`config.mk`:
```
export PLATFORM = sky130hd
export DESIGN_NAME = dram_burst_feeder
export DESIGN_NICKNAME = d
export VERILOG_FILES = /design/src/rtl/bw_pkg.sv /design/src/rtl/bw_stage.sv /design/src/rtl/bw_req_flag.sv /design/src/rtl/bw_addr_step.sv /design/src/rtl/dram_burst_feeder.sv
export SDC_FILE = /design/constraint.sdc
export NUM_CORES = 1
export LEC_CHECK = 0
export BUFFER_PORTS_ARGS = -buffer_cell sky130_fd_sc_hd__clkbuf_2
export CORE_AREA = 10 10 116 118
export CTS_BUF_LIST = sky130_fd_sc_hd__clkbuf_2 sky130_fd_sc_hd__clkbuf_4 sky130_fd_sc_hd__clkbuf_8
export DETAILED_ROUTE_END_ITERATION = 8
export DIE_AREA = 0 0 126 128
export HOLD_SLACK_MARGIN = 0.05
export PLACE_DENSITY = 0.73
export SKIP_LAST_GASP = 1
export SYNTH_ARGS = -nofsm -noshare
export SYNTH_HDL_FRONTEND = slang
export SYNTH_HIERARCHICAL = 1
export SYNTH_SLANG_ARGS = --single-unit
```
`constraint.sdc`:
```
create_clock -name clk -period 5.75 [get_ports clk]
set_input_delay 0.2875 -clock clk [delete_from_list [all_inputs] [get_ports clk]]
set_output_delay 0.2875 -clock clk [all_outputs]
set_load 0.01 [all_outputs]
```
`src/rtl/bw_pkg.sv`:
```
package bw_pkg;

    typedef enum logic [2:0] {
        OP_WR      = 3'b000,
        OP_RD      = 3'b001,
        OP_WR_AP   = 3'b010,
        OP_RD_AP   = 3'b011,
        OP_REFRESH = 3'b100
    } dram_op_e;

    typedef enum logic [1:0] {
        ST_CAL_WAIT = 2'd0,
        ST_FILL     = 2'd1,
        ST_ISSUE    = 2'd2
    } bw_state_e;

endpackage

```
`src/rtl/bw_stage.sv`:
```
module bw_stage #(
    parameter int DATA_W = 128,
    parameter int BURST  = 64,
    localparam int CNT_W = $clog2(BURST + 1)
) (
    input  logic              clk,
    input  logic              rst_n,
    input  logic              fill_en,
    input  logic              burst_clr,
    input  logic              src_empty,
    input  logic [DATA_W-1:0] src_data,
    input  logic              wfifo_full,
    output logic              src_rd_en,
    output logic              wfifo_en,
    output logic [DATA_W-1:0] wfifo_data,
    output logic              arm_req,
    output logic              put_last
);
    localparam logic [CNT_W-1:0] LIMIT   = CNT_W'(BURST);
    localparam logic [CNT_W-1:0] ARM_AT  = CNT_W'(BURST - 1);

    logic [CNT_W-1:0] pop_cnt;
    logic [CNT_W-1:0] put_cnt;
    logic             stage_vld;

    // a staged word is only written while the write FIFO has room
    assign wfifo_en   = stage_vld & ~wfifo_full;
    assign wfifo_data = src_data;
    assign src_rd_en  = fill_en & ~src_empty & ~wfifo_full & (pop_cnt < LIMIT);
    assign arm_req    = (put_cnt == ARM_AT);
    assign put_last   = wfifo_en & (put_cnt == ARM_AT);

    always_ff @(posedge clk) begin
        if (!rst_n) begin
            stage_vld <= 1'b0;
            pop_cnt   <= '0;
            put_cnt   <= '0;
        end else begin
            stage_vld <= src_rd_en | (stage_vld & ~wfifo_en);
            if (burst_clr) begin
                pop_cnt <= '0;
                put_cnt <= '0;
            end else begin
                pop_cnt <= pop_cnt + CNT_W'(src_rd_en);
                put_cnt <= put_cnt + CNT_W'(wfifo_en);
            end
        end
    end

endmodule

```
`src/rtl/bw_req_flag.sv`:
```
module bw_req_flag
    import bw_pkg::*;
(
    input  logic       clk,
    input  logic       rst_n,
    input  logic       arm,
    input  logic       cmd_en,
    input  logic [2:0] cmd_op,
    output logic       req
);
    logic seen_issue;

    assign seen_issue = cmd_en & (cmd_op == OP_WR_AP);

    always_ff @(posedge clk) begin
        if (!rst_n)
            req <= 1'b0;
        else if (seen_issue)
            req <= 1'b0;
        else if (arm)
            req <= 1'b1;
    end

endmodule

```
`src/rtl/bw_addr_step.sv`:
```
module bw_addr_step #(
    parameter int ADDR_W = 30,
    parameter int STEP   = 1024
) (
    input  logic              clk,
    input  logic              rst_n,
    input  logic              adv,
    output logic [ADDR_W-1:0] addr
);
    localparam logic [ADDR_W-1:0] INC = ADDR_W'(STEP);

    always_ff @(posedge clk) begin
        if (!rst_n)
            addr <= '0;
        else if (adv)
            addr <= addr + INC;
    end

endmodule

```
`src/rtl/dram_burst_feeder.sv`:
```
module dram_burst_feeder
    import bw_pkg::*;
#(
    parameter int DATA_W = 128,
    parameter int BURST  = 64,
    parameter int BL_W   = 6,
    parameter int ADDR_W = 30,
    localparam int MASK_W = DATA_W / 8,
    localparam int STEP   = BURST * MASK_W
) (
    input  logic              clk,
    input  logic              rst_n,
    input  logic              calib_ok,
    input  logic              src_empty,
    output logic              src_rd_en,
    input  logic [DATA_W-1:0] src_data,
    output logic              wfifo_en,
    output logic [DATA_W-1:0] wfifo_data,
    output logic [MASK_W-1:0] wfifo_mask,
    input  logic              wfifo_full,
    output logic              cmd_en,
    output logic [2:0]        cmd_op,
    output logic [BL_W-1:0]   cmd_len,
    output logic [ADDR_W-1:0] cmd_addr,
    input  logic              cmd_full
);
    localparam logic [BL_W-1:0] LEN_CODE = BL_W'(BURST - 1);

    bw_state_e state, state_nx;
    logic      fill_en;
    logic      arm_req;
    logic      put_last;
    logic      req;

    always_ff @(posedge clk) begin
        if (!rst_n)
            state <= ST_CAL_WAIT;
        else
            state <= state_nx;
    end

    always_comb begin
        state_nx = state;
        unique case (state)
            ST_CAL_WAIT: if (calib_ok) state_nx = ST_FILL;
            ST_FILL:     if (put_last) state_nx = ST_ISSUE;
            ST_ISSUE:    if (cmd_en)   state_nx = ST_FILL;
            default:     state_nx = ST_CAL_WAIT;
        endcase
    end

    always_comb begin
        fill_en    = (state == ST_FILL);
        cmd_en     = (state == ST_ISSUE) & req & ~cmd_full;
        cmd_op     = OP_WR_AP;
        cmd_len    = LEN_CODE;
        wfifo_mask = '0;
    end

    bw_stage #(
        .DATA_W(DATA_W),
        .BURST (BURST)
    ) u_stage (
        .clk       (clk),
        .rst_n     (rst_n),
        .fill_en   (fill_en),
        .burst_clr (cmd_en),
        .src_empty (src_empty),
        .src_data  (src_data),
        .wfifo_full(wfifo_full),
        .src_rd_en (src_rd_en),
        .wfifo_en  (wfifo_en),
        .wfifo_data(wfifo_data),
        .arm_req   (arm_req),
        .put_last  (put_last)
    );

    bw_req_flag u_req (
        .clk   (clk),
        .rst_n (rst_n),
        .arm   (arm_req),
        .cmd_en(cmd_en),
        .cmd_op(cmd_op),
        .req   (req)
    );

    bw_addr_step #(
        .ADDR_W(ADDR_W),
        .STEP  (STEP)
    ) u_addr (
        .clk  (clk),
        .rst_n(rst_n),
        .adv  (cmd_en),
        .addr (cmd_addr)
    );

endmodule

```
==> results of run 1 <==
## worst max path at each step
stage | from | to | cells past startpoint
6_report | u_req/req | u_addr/addr[25] | 6
5_1_grt | u_req/req | u_addr/addr[27] | 6
4_1_cts | u_req/req | u_addr/addr[27] | 6
3_5_place_dp | cmd_full | u_addr/addr[27] | 7
3_3_place_gp | cmd_full | u_addr/addr[27] | 7
2_1_floorplan | cmd_full | u_addr/addr[27] | 6
## layer usage
layer | vias to the layer above | global-route usage [%]
met5 | - | 0
li1 | 739 | -
met3 | 49 | 4.34
met4 | 0 | 5.69
met1 | 711 | 4.87
met2 | 98 | 9.37
## through the flow
| step | worst slack, ns | power (mW) | utilization [%] |
|---|---|---|---|
| 3_5_place_dp | 3.10 | 0.293 | 18.9 |
| 5_1_grt | 3.06 | 0.532 | 19.8 |
| 6_report | 3.22 | 0.510 | 19.8 |
| 2_1_floorplan | 3.41 | 0.398 | - |
| 4_1_cts | 3.19 | 0.515 | 19.8 |
| 3_3_place_gp | 3.19 | 0.293 | 18.9 |
## logic make-up (layout without fill, tap and decap cells)
| group | after synthesis | after routing |
|---|---|---|
| AOI/OAI and AO/OA | 24 | 24 |
| xor gates and xnor gates | 17 | 17 |
| adders and majority gates | 5 | 5 |
| buffers and inverters | 170 | 40 |
| DFF | 38 | 38 |
| muxes | 2 | 2 |
| other | 3 | 38 |
| and+or+nand+nor | 88 | 88 |
## state kept, by name, summed over array words and instances, names as in the netlist
signal / cells
u_stage/put_cnt: 7
state: 2
u_stage/pop_cnt: 7
u_req/req: 1
u_addr/addr: 20
u_stage/stage_vld: 1
## cell usage after synthesis (all sizes together)
master,n
nand3,9
o31ai,1
or4,2
nand4b,1
and2b,1
buf,164
xor2,9
nor4,1
o31a,1
nand4,6
inv,3
ha,5
and2,5
a21oi,9
nor3b,3
nor4bb,1
dfxtp,38
nand3b,1
a21boi,1
and4,3
nor2b,3
xnor2,8
nor4b,1
nor3,4
conb,3
clkinv,1
or4b,1
o21ai,9
nand2,15
nor2,19
or3,7
nand2b,3
o211ai,3
mux2i,2
clkbuf,2
and3,2
## cell type report
| class | instances | area share, % |
|---|---|---|
| flip-flops and latches | 38 | 34.2 |
| clock inverters | 3 | 1.80 |
| repair buffers | 28 | 6.30 |
| multi-input cells | 174 | 45.9 |
| inverters | 4 | 0.675 |
| clock buffers | 5 | 3.09 |
| well taps | 143 | 8.04 |
## placed cells by master, fill, tap and decap left out, drive strengths merged, types with 4 or more instances in the layout
cell type  Yosys  final
nand2         15     15
dfxtp         38     38
a21oi          9      9
xor2           9      9
xnor2          8      8
conb           3     38
ha             5      5
nor2          19     19
and2           5      5
o21ai          9      9
nand4          6      6
nor3           4      4
nand3          9      9
clkbuf         2     33
or3            7      7
## worst max-delay path, cell delays in order, from the launching register on
cell      delay (ns)
dfxtp_1         0.34
nand2b_1        0.10
nor3b_2         0.65
nand4_4         0.24
or4b_4          0.61
or3_1           0.37
a21oi_1         0.14
## power groups by stage
stage               Sequential (mW)  Clock, mW  Combinational, mW
finish                        0.265      0.222             0.0227
floorplan                     0.271          0              0.127
global route                  0.265      0.240             0.0259
CTS                           0.265      0.228             0.0218
detailed placement            0.271          0             0.0217
global placement              0.271          0             0.0215
==> results by group, run 1 <==
Yosys
  – Syn_area_per_cell: ~8.4 um2
  – Post-synthesis compound-gate area fraction: about 4.7%
  – Top cells by area, synth: buf_4, dfxtp_1, xor2_1
  – Synth cell types: 43
  – Largest family of logic cells by synthesized area: buffers and inverters
  – Synth area leader: buf_4
  – Simple-gate share of the synthesized area: between 10% and 20%
  – Seq/Total Area, Yosys: 26.2%
  – Synth Area in XOR/XNOR: about 5.1%
  – Adder-cell share of the synthesized area: around 2.2%
  – Syn Inst Count: around 350
  – Seq cells post-synth: 38
  – Post-synthesis mux area share: less than 1%
  – Yosys warnings: 6
  – Top-area cell type share of the netlist area: between 40 and 50%
  – Post-Syn Area: roughly 2900 um2

Die
  – Core region area: ~11000 um2
  – Total die area: ~16000 um2
  – Cell Rows: 39
  – Initial Utilization: roughly a quarter
  – Io pins: 320
  – Die height: between 100 and 150 um
  – Die width: 126 um

Placement
  – Routability cong.: 0.746
  – Port bufs: 28
  – Placed cell area: 2120 um2
  – Inst Count DP: 387
  – Hpwl dp: around 4.2 mm

Clock network
  – Max clock buf depth: 2
  – CTS HTree Levels: 2
  – Worst-path clk slew: around 0.080 ns
  – Cts repair resizes: 0
  – Root buffer cell: clkbuf_8
  – Post-CTS setup buffer count: 0
  – Hold buffers post-CTS: 0
  – CTS buffer count: 5
  – Clock latency on the worst-skew pair: between 0.2 and 0.3 ns
  – CTS tree: done
  – Sink Count: 38

Critical path
  – Worst-path fanout max: 10
  – Flop2flop setup slack: 3.22 ns
  – Crit Path Category: reg2reg
  – Worst EP required: between 5 and 6 ns
  – Worst R2R Path Depth: 6
  – CP Capture Type: flop
  – R2R Path Start: u_req/req
  – Worst Setup Start Kind: flop
  – Worst Path Arrival: about 2.7 ns
  – R2r endpoint: u_addr/addr[25]

Drt
  – Drt pass-1 iters: 4
  – DR WL met2: between 2 and 2.5 mm
  – DRT iter0 DRCs: just over 90
  – DR DRC count: 0
  – Avg WL per Cell: between 10 and 15 um
  – Via Count: roughly 1600
  – M1 WL: 1.68 mm
  – Met3 wire len: roughly 770 um
  – Post-Route WL: 5.20 mm
  – Number of routed nets with antenna violations: 0
  – Drt via density: approximately 4
  – Top sig layer: met4

Finish
  – Register Area: between 700 and 800 um2
  – Area growth, synth to finish: -23.3%
  – Share of layout cells above drive strength 1: roughly 17%
  – Footprint of the multi-input gates: 1020 um2
  – Antenna diodes: 0
  – Final nets: 390
  – Fillers: between 1000 and 1500
  – Non-filler instance count after layout: 395
  – Final non-filler cell area: 2230 um2

Power and ir drop
  – Worst vdd ir: 138 uV
  – Clock Power Share: 43.5%
  – Cell Int Power: ~400 uW
  – Combinational fraction of design power: 4.5%
  – Sw Pwr: roughly 110 uW
  – Fraction of power spent switching nets: approximately 22%
  – Power Density: between 200 and 250 nW/um2
  – Leak: around 0.89 nW
  – Seq pwr share: ~52%

Min path
  – Hold EP: u_stage/stage_vld
  – HP Start: wfifo_full
  – WHS Path Cells: 3
  – HP Class: in2reg

STA
  – Layout Skew: 0.00469 ns
  – Final setup violation count: 0
  – Setup repair after global routing missed its margin: false
  – Slew margin rel.: 49.6%
  – Least-Margin Pin Slew: about 0.75 ns
  – Fin Setup TNS: 0 ns
  – Slew Viols, Final: 0
  – Fmax: 396 MHz
  – WHS: ~0.28 ns
  – Minimum clock period: around 2.5 ns
  – Final period utilization: between 40 and 50%
  – Final Hold Viols: 0

Global routing
  – Tot GR Track Use: 6.00%
  – Antenna violations before repair: 0
  – First-pass GRT wire length: 8.17 mm
  – Remaining Overflow, GRT: 0
  – Vias in the first global route: 1700
  – Pin count of the biggest net entering global routing: 19

Run status
  – Status: complete, no violations

Run
  – Maxcap violations: 0
No activity file was read; power rests on OpenSTA's default activity.
==> run 2: changes to the inputs <==
Settings changed: ABC_AREA from default to 1, PLACE_DENSITY 0.73 to 0.76.
Clock period 5.75 ns to 2.4 ns, I/O delays scaled along.
==> run 2 against run 1 <==
Clock skew up 0.0032 ns. Utilization up 2.6 points. Die area unchanged. First-iteration DRC count down 3.3%. Global-route usage up 2.2 points. Critical endpoint is now cmd_en. Largest power group unchanged.
==> results by group, run 2 <==
Yosys
  – Syn_area_per_cell: 7.18 um2 (was 8.37 um2)
  – Syn Inst Count: 445 (was 347)
  – Top-area cell type share of the netlist area: 38.3% (was 42.2%)
  – Fraction of registers with async set/reset: 0% (unchanged)
  – Number of flops mapped to enable cells by yosys: 0 (unchanged)
  – Synth Area in XOR/XNOR: 0% (was 5.13%)
  – Commonest cells in the netlist: buf_4, nand2_1, nor2_1 (was buf_4, dfxtp_1, nor2_1)
  – Top flip-flop cell by instance count after synthesis: dfxtp_1 (unchanged)
  – Seq cells post-synth: 38 (unchanged)
  – Post-synthesis mux area share: 0% (was 0.690%)
  – Top cells by area, synth: buf_4, dfxtp_1, nand2_1 (was buf_4, dfxtp_1, xor2_1)
  – Seq/Total Area, Yosys: 23.8% (was 26.2%)
  – Largest family of logic cells by synthesized area: buffers and inverters (unchanged)
  – Post-synthesis compound-gate area fraction: 5.21% (was 4.70%)
  – Adder-cell share of the synthesized area: 1.96% (was 2.16%)
  – Synth cell types: 28 (was 43)
  – Yosys warnings: 6 (unchanged)
  – Simple-gate share of the synthesized area: 24.9% (was 17.6%)
  – Most numerous cell in the Yosys netlist: buf_4 (unchanged)
  – Synth area leader: buf_4 (unchanged)
  – Post-Syn Area: 3190 um2 (was 2900 um2)

Drt
  – Avg WL per Cell: 14.1 um (was 13.2 um)
  – Met3 wire len: 1.13 mm (was 768 um)
  – M1 WL: 2.19 mm (was 1.68 mm)
  – DR DRC count: 0 (unchanged)
  – Via Count: 2035 (was 1597)
  – Post-Route WL: 7.01 mm (was 5.20 mm)
  – Number of routed nets with antenna violations: 0 (unchanged)
  – DRT iter0 DRCs: 89 (was 92)
  – Top sig layer: met4 (unchanged)
  – DR WL met2: 3.04 mm (was 2.32 mm)
  – Drt via density: 4.10 (was 4.04)
  – Drt pass-1 iters: 4 (unchanged)

Min path
  – HP Class: in2reg (unchanged)

Placement
  – Pre-CTS worst setup slack: 0.809 ns (was 3.10 ns)
  – Inst Count DP: 488 (was 387)
  – Hpwl dp: 5.77 mm (was 4.20 mm)
  – Routability cong.: 0.756 (was 0.746)
  – Placed cell area: 2420 um2 (was 2120 um2)
  – Port bufs: 28 (unchanged)

Clock network
  – CTS buffer count: 5 (unchanged)
  – CTS HTree Levels: 2 (unchanged)
  – Worst-path clk slew: 0.08 ns (about the same)
  – Max clock buf depth: 2 (unchanged)
  – Cts repair resizes: 0 (unchanged)
  – Hold buffers post-CTS: 0 (unchanged)
  – Root buffer cell: clkbuf_8 (unchanged)
  – Post-CTS setup buffer count: 0 (unchanged)
  – Clock latency on the worst-skew pair: 0.29 ns (was 0.28 ns)
  – Sink Count: 38 (unchanged)
  – CTS tree: done (unchanged)

Critical path
  – Worst-path fanout max: 9 (was 10)
  – CP Capture Type: primary output (was flop)
  – Cell family with most CP delay: buffers and inverters (was simple AND/OR/NAND/NOR gates)
  – Crit Path Category: reg2out (was reg2reg)
  – Critical Path Max Stage Delay: 0.40 ns (was 0.65 ns)
  – Buffers plus inverters on the worst setup path: 2 (was 0)
  – Worst Path Arrival: 1.49 ns (was 2.73 ns)
  – CP max stage cell: dfxtp_1 (was nor3b_2)
  – Worst EP required: 2.28 ns (was 5.96 ns)
  – Cell chain of the critical path: nand2_1 -> nor2_1 -> buf_4 -> clkbuf_2 (was nand2b_1 -> nor3b_2 -> nand4_4 -> or4b_4 -> or3_1 -> a21oi_1)
  – Worst Setup Start Kind: flop (unchanged)

STA
  – Final Hold Viols: 0 (unchanged)
  – Final setup violation count: 0 (unchanged)
  – Setup repair after global routing missed its margin: false (unchanged)
  – Final WS setup: 0.792 ns (was 3.22 ns)
  – Slew Viols, Final: 0 (unchanged)
  – Minimum clock period: ~1.6 ns
  – Fmax: 622 MHz
  – WHS: 0.0616 ns (was 0.283 ns)
  – Fin Setup TNS: 0 ns (unchanged)
  – Final period utilization: 67.0%
  – Layout Skew: 0.00784 ns (was 0.00469 ns)

Die
  – Die height: 128 um (unchanged)
  – Core region area: 11200 um2 (unchanged)
  – Die width: 126 um (unchanged)
  – Total die area: 16100 um2 (unchanged)
  – Io pins: 320 (unchanged)
  – Cell Rows: 39 (unchanged)
  – Initial Utilization: 28.5% (was 25.9%)

Global routing
  – Remaining Overflow, GRT: 0 (unchanged)
  – Antenna violations before repair: 0 (unchanged)
  – Pin count of the biggest net entering global routing: 13 (was 19)
  – First-pass GRT wire length: 10.5 mm (was 8.17 mm)
  – Vias in the first global route: 1952 (was 1700)
  – Tot GR Track Use: 8.17% (was 6.00%)

Finish
  – Max FFs per register: 20 (unchanged)
  – Non-filler instance count after layout: 496 (was 395)
  – Commonest cells after routing, fill and taps aside: nand2_1, nor2_1, inv_1, conb_1, dfxtp_1 (was conb_1, dfxtp_1, clkbuf_2, nor2_1, nand2_1)
  – Area growth, synth to finish: -21.2% (was -23.3%)
  – Share of layout cells above drive strength 1: 18.4% (was 17.1%)
  – Fillers: 1279 (was 1275)
  – Antenna diodes: 0 (unchanged)
  – Commonest non-fill, non-tap cell in the layout: nand2_1
  – Biggest regs: u_addr/addr x20, u_stage/pop_cnt x7, u_stage/put_cnt x7 (unchanged)
  – Final nets: 491 (was 390)
  – Post-layout util: 22.4% (was 19.8%)
  – Final non-filler cell area: 2510 um2 (was 2230 um2)
  – Biggest register: u_addr/addr (unchanged)

Power and ir drop
  – Leak: 1.14 nW (was 0.893 nW)
  – Worst vdd ir: 202 uV (was 138 uV)
  – Power Density: 466 nW/um2 (was 229 nW/um2)
  – Power consumption: 1.17 mW (was 510 uW)

Run
  – Maxcap violations: 0 (unchanged)

Run status
  – Status: complete, no violations (unchanged)
## run 2: cell families (layout without fill, tap and decap cells)
| group | Yosys count | count (layout) |
|---|---|---|
| other | 3 | 38 |
| AO/OA/AOI/OAI | 31 | 31 |
| adder cells (fa/ha/maj) | 5 | 5 |
| flip-flops | 38 | 38 |
| AND/OR/NAND/NOR | 161 | 161 |
| buffers and inverters | 207 | 80 |
## run 2: final timing paths
check	slack, ns	cells past startpoint	to	from
setup / recovery	0.79	4	cmd_en	state[1]
hold / removal	0.06	3	u_stage/stage_vld	wfifo_full
setup reg to reg	0.79	9	u_addr/addr[29]	state[1]
hold reg to reg	0.46	2	u_stage/pop_cnt[4]	u_stage/pop_cnt[4]
## run 2: report_power, final
group	switching (mW)	leakage, nW	internal [mW]	total (mW)
Combinational	0.0549	0.782	0.0151	0.0700
Sequential	0.00186	0.306	0.633	0.635
Clock	0.224	0.0517	0.243	0.467
## run 2: tightest hold or removal path, stage by stage
cell and delay (ns):
clkbuf_2 0.09, nand2_1 0.05, a21oi_1 0.05
## run 2: area by class of cell
cell class / count / area (um2) / share of cell area, %
Clock buffer: 7 / 90.1 / 3.58
Clock inverter: 1 / 5.00 / 0.199
Inverter: 42 / 158 / 6.27
Multi-Input combinational cell: 235 / 1170 / 46.4
Sequential cell: 38 / 761 / 30.2
Tap cell: 143 / 179 / 7.11
Timing Repair Buffer: 30 / 155 / 6.17
## run 2: layer usage
layer	global-route usage (%)	vias to the layer above
met5	0	-
met4	9.11	0
met3	5.71	73
met2	12.2	131
met1	6.77	844
li1	-	987
==> run 3: changes to the inputs <==
Clock period 2.4 ns to 1.5 ns, I/O delays scaled along.
==> run 3 against run 2 <==
Largest power group is now clock. Clock power is 130% higher. Sequential share of layout area is 2.1 points lower. Non-clock buffer count is 9 higher. Die area stayed put. First-iteration DRC count is 9.0% higher. Final cell count is 1.8% higher. Sequential power is 61% higher. Via count is 1.7% higher.
==> results by group, run 3 (same netlist as run 2, synthesis figures left out) <==
Clock network
  – CTS tree: done (unchanged)
  – Root buffer cell: clkbuf_8 (unchanged)
  – Clock latency on the worst-skew pair: 0.29 ns (about the same)
  – CTS HTree Levels: 2 (unchanged)
  – Max clock buf depth: 2 (unchanged)
  – Sink Count: 38 (unchanged)
  – CTS buffer count: 5 (unchanged)
  – Worst-path clk slew: 0.08 ns (about the same)

Die
  – Core region area: 11200 um2 (unchanged)
  – Total die area: 16100 um2 (unchanged)
  – Io pins: 320 (unchanged)
  – Initial Utilization: 28.5% (unchanged)
  – Cell Rows: 39 (unchanged)
  – Die height: 128 um (unchanged)
  – Die width: 126 um (unchanged)

Critical path
  – CP Capture Type: flop (was primary output)
  – Flop2flop setup slack: 0.10 ns (was 0.79 ns)
  – R2r endpoint: u_stage/pop_cnt[6] (was u_addr/addr[29])
  – Worst EP required: 1.70 ns (was 2.28 ns)
  – Worst R2R Path Depth: 11 (was 9)
  – R2R Path Start: state[0] (was state[1])
  – Worst Setup Start Kind: flop (unchanged)
  – Crit Path Category: reg2reg (was reg2out)
  – Worst Path Arrival: 1.59 ns (was 1.49 ns)
  – Worst-path fanout max: 3 (was 9)

Drt
  – DRT iter0 DRCs: 97 (was 89)
  – Number of routed nets with antenna violations: 0 (unchanged)
  – DR DRC count: 0 (unchanged)
  – Drt via density: 4.10 (about the same)
  – Post-Route WL: 7.00 mm (was 7.01 mm)
  – Avg WL per Cell: 13.9 um (was 14.1 um)
  – Via Count: 2070 (was 2035)
  – Drt pass-1 iters: 4 (unchanged)

Finish
  – Max FFs per register: 20 (unchanged)
  – Commonest cells after routing, fill and taps aside: nand2_1, nor2_1, conb_1, inv_1, dfxtp_1 (was nand2_1, nor2_1, inv_1, conb_1, dfxtp_1)
  – Biggest regs: u_addr/addr x20, u_stage/pop_cnt x7, u_stage/put_cnt x7 (unchanged)
  – Commonest non-fill, non-tap cell in the layout: nand2_1 (unchanged)
  – Final nets: 500 (was 491)
  – Share of layout cells above drive strength 1: 24.3% (was 18.4%)
  – Antenna diodes: 0 (unchanged)
  – Biggest register: u_addr/addr (unchanged)
  – Area growth, synth to finish: -15.2% (was -21.2%)
  – Fillers: 1267 (was 1279)

Power and ir drop
  – Power Density: 823 nW/um2 (was 466 nW/um2)
  – Leak: 1.20 nW (was 1.14 nW)
  – Power consumption: 2.23 mW (was 1.17 mW)
  – Worst vdd ir: 311 uV (was 202 uV)

Global routing
  – First-pass GRT wire length: 10.2 mm (was 10.5 mm)
  – Remaining Overflow, GRT: 0 (unchanged)
  – Tot GR Track Use: 7.96% (was 8.17%)
  – Vias in the first global route: 1922 (was 1952)
  – Antenna violations before repair: 0 (unchanged)
  – Pin count of the biggest net entering global routing: 20 (was 13)

STA
  – Setup repair after global routing missed its margin: true (was false)
  – Final Hold Viols: 0 (unchanged)
  – Final setup violation count: 0 (unchanged)
  – Fmax: 716 MHz
  – Fin Setup TNS: 0 ns (unchanged)
  – Minimum clock period: approximately 1.4 ns
  – Layout Skew: 0.00864 ns (was 0.00784 ns)
  – Slew Viols, Final: 0 (unchanged)
  – WHS: 0.0991 ns (was 0.0616 ns)
  – Final period utilization: just over 90%

Run status
  – Status: complete, no violations (unchanged)

Min path
  – HP Start: src_empty (was wfifo_full)
  – HP Class: in2reg (unchanged)
  – WHS Path Cells: 4 (was 3)
  – Hold EP: u_stage/stage_vld (unchanged)

Placement
  – Routability cong.: 0.828 (was 0.756)
  – Hpwl dp: 5.66 mm (was 5.77 mm)
  – Port bufs: 28 (unchanged)

Run
  – Maxcap violations: 0 (unchanged)
-- run 3: changes by cell type in the layout (fill, tap and decap cells not counted), sizes merged --
cell,previous run,this run
clkbuf,35,34
dlygate4sd3,0,1
buf,2,10
clkinv,1,0
bufinv,0,2
-- run 3: area by class of cell --
| type | count | area, um2 | area share [%] |
|---|---|---|---|
| repair buffers | 39 | 229 | 8.45 |
| inverters | 42 | 158 | 5.82 |
| flip-flops and latches | 38 | 763 | 28.2 |
| multi-input cells | 235 | 1240 | 45.7 |
| clock buffers | 6 | 82.6 | 3.05 |
| clock inverters | 2 | 60.1 | 2.22 |
| well taps | 143 | 179 | 6.61 |
-- run 3: metal layers --
| layer | vias to the layer above | part of all wire (%) | global-route usage (%) |
|---|---|---|---|
| li1 | 1008 | - | - |
| met2 | 120 | 42 | 11.4 |
| met5 | - | 0 | 0 |
| met4 | 0 | 9.4 | 8.44 |
| met3 | 79 | 14 | 5.29 |
| met1 | 863 | 34 | 7.26 |
-- run 3: report_power, final --
part / switching (mW) / leakage (nW) / internal [mW] / total (mW)
Sequential: 0.00356 / 0.307 / 1.01 / 1.02
Combinational: 0.0916 / 0.819 / 0.0348 / 0.126
Clock: 0.376 / 0.0714 / 0.710 / 1.09
-- run 3: worst max path at each step --
stage	startpoint	endpoint	slack (ns)	cells past startpoint
2_1_floorplan	state[1]	u_addr/addr[29]	0.006	10
3_3_place_gp	state[0]	u_stage/pop_cnt[6]	0.03	11
3_5_place_dp	state[0]	u_stage/pop_cnt[6]	-0.02	11
4_1_cts	state[0]	u_stage/pop_cnt[6]	0.01	11
5_1_grt	state[0]	u_stage/pop_cnt[5]	-0.03	11
6_report	state[0]	u_stage/pop_cnt[6]	0.10	11
-- run 3: critical path, stage by stage (launching register included) --
cell and delay (ns):
dfxtp_2 0.34, inv_2 0.05, nor2_4 0.13, nand3_2 0.09, inv_2 0.09, ha_4 0.15
ha_4 0.14, nand3_2 0.07, nor2_2 0.10, nand2_1 0.06, nand2_1 0.05, nor2_1 0.03
-- run 3: repair_timing --
item,in CTS,in global routing
setup endpoints to repair,1,13
pin swaps,1,7
setup buffers,0,2
hold buffers,1,0
hold endpoints to repair,1,0
resized for setup,4,15
-- run 3: metrics by stage --
stage	cell area (um2)	util (%)	instances	worst slack, ns
6_report	2710	24.1	505	0.103
5_1_grt	2710	24.1	505	-0.0278
4_1_cts	2640	23.5	503	0.0112
3_5_place_dp	2470	22.0	494	-0.0190
3_3_place_gp	2470	22.0	494	0.0333
2_1_floorplan	3330	-	480	0.00593
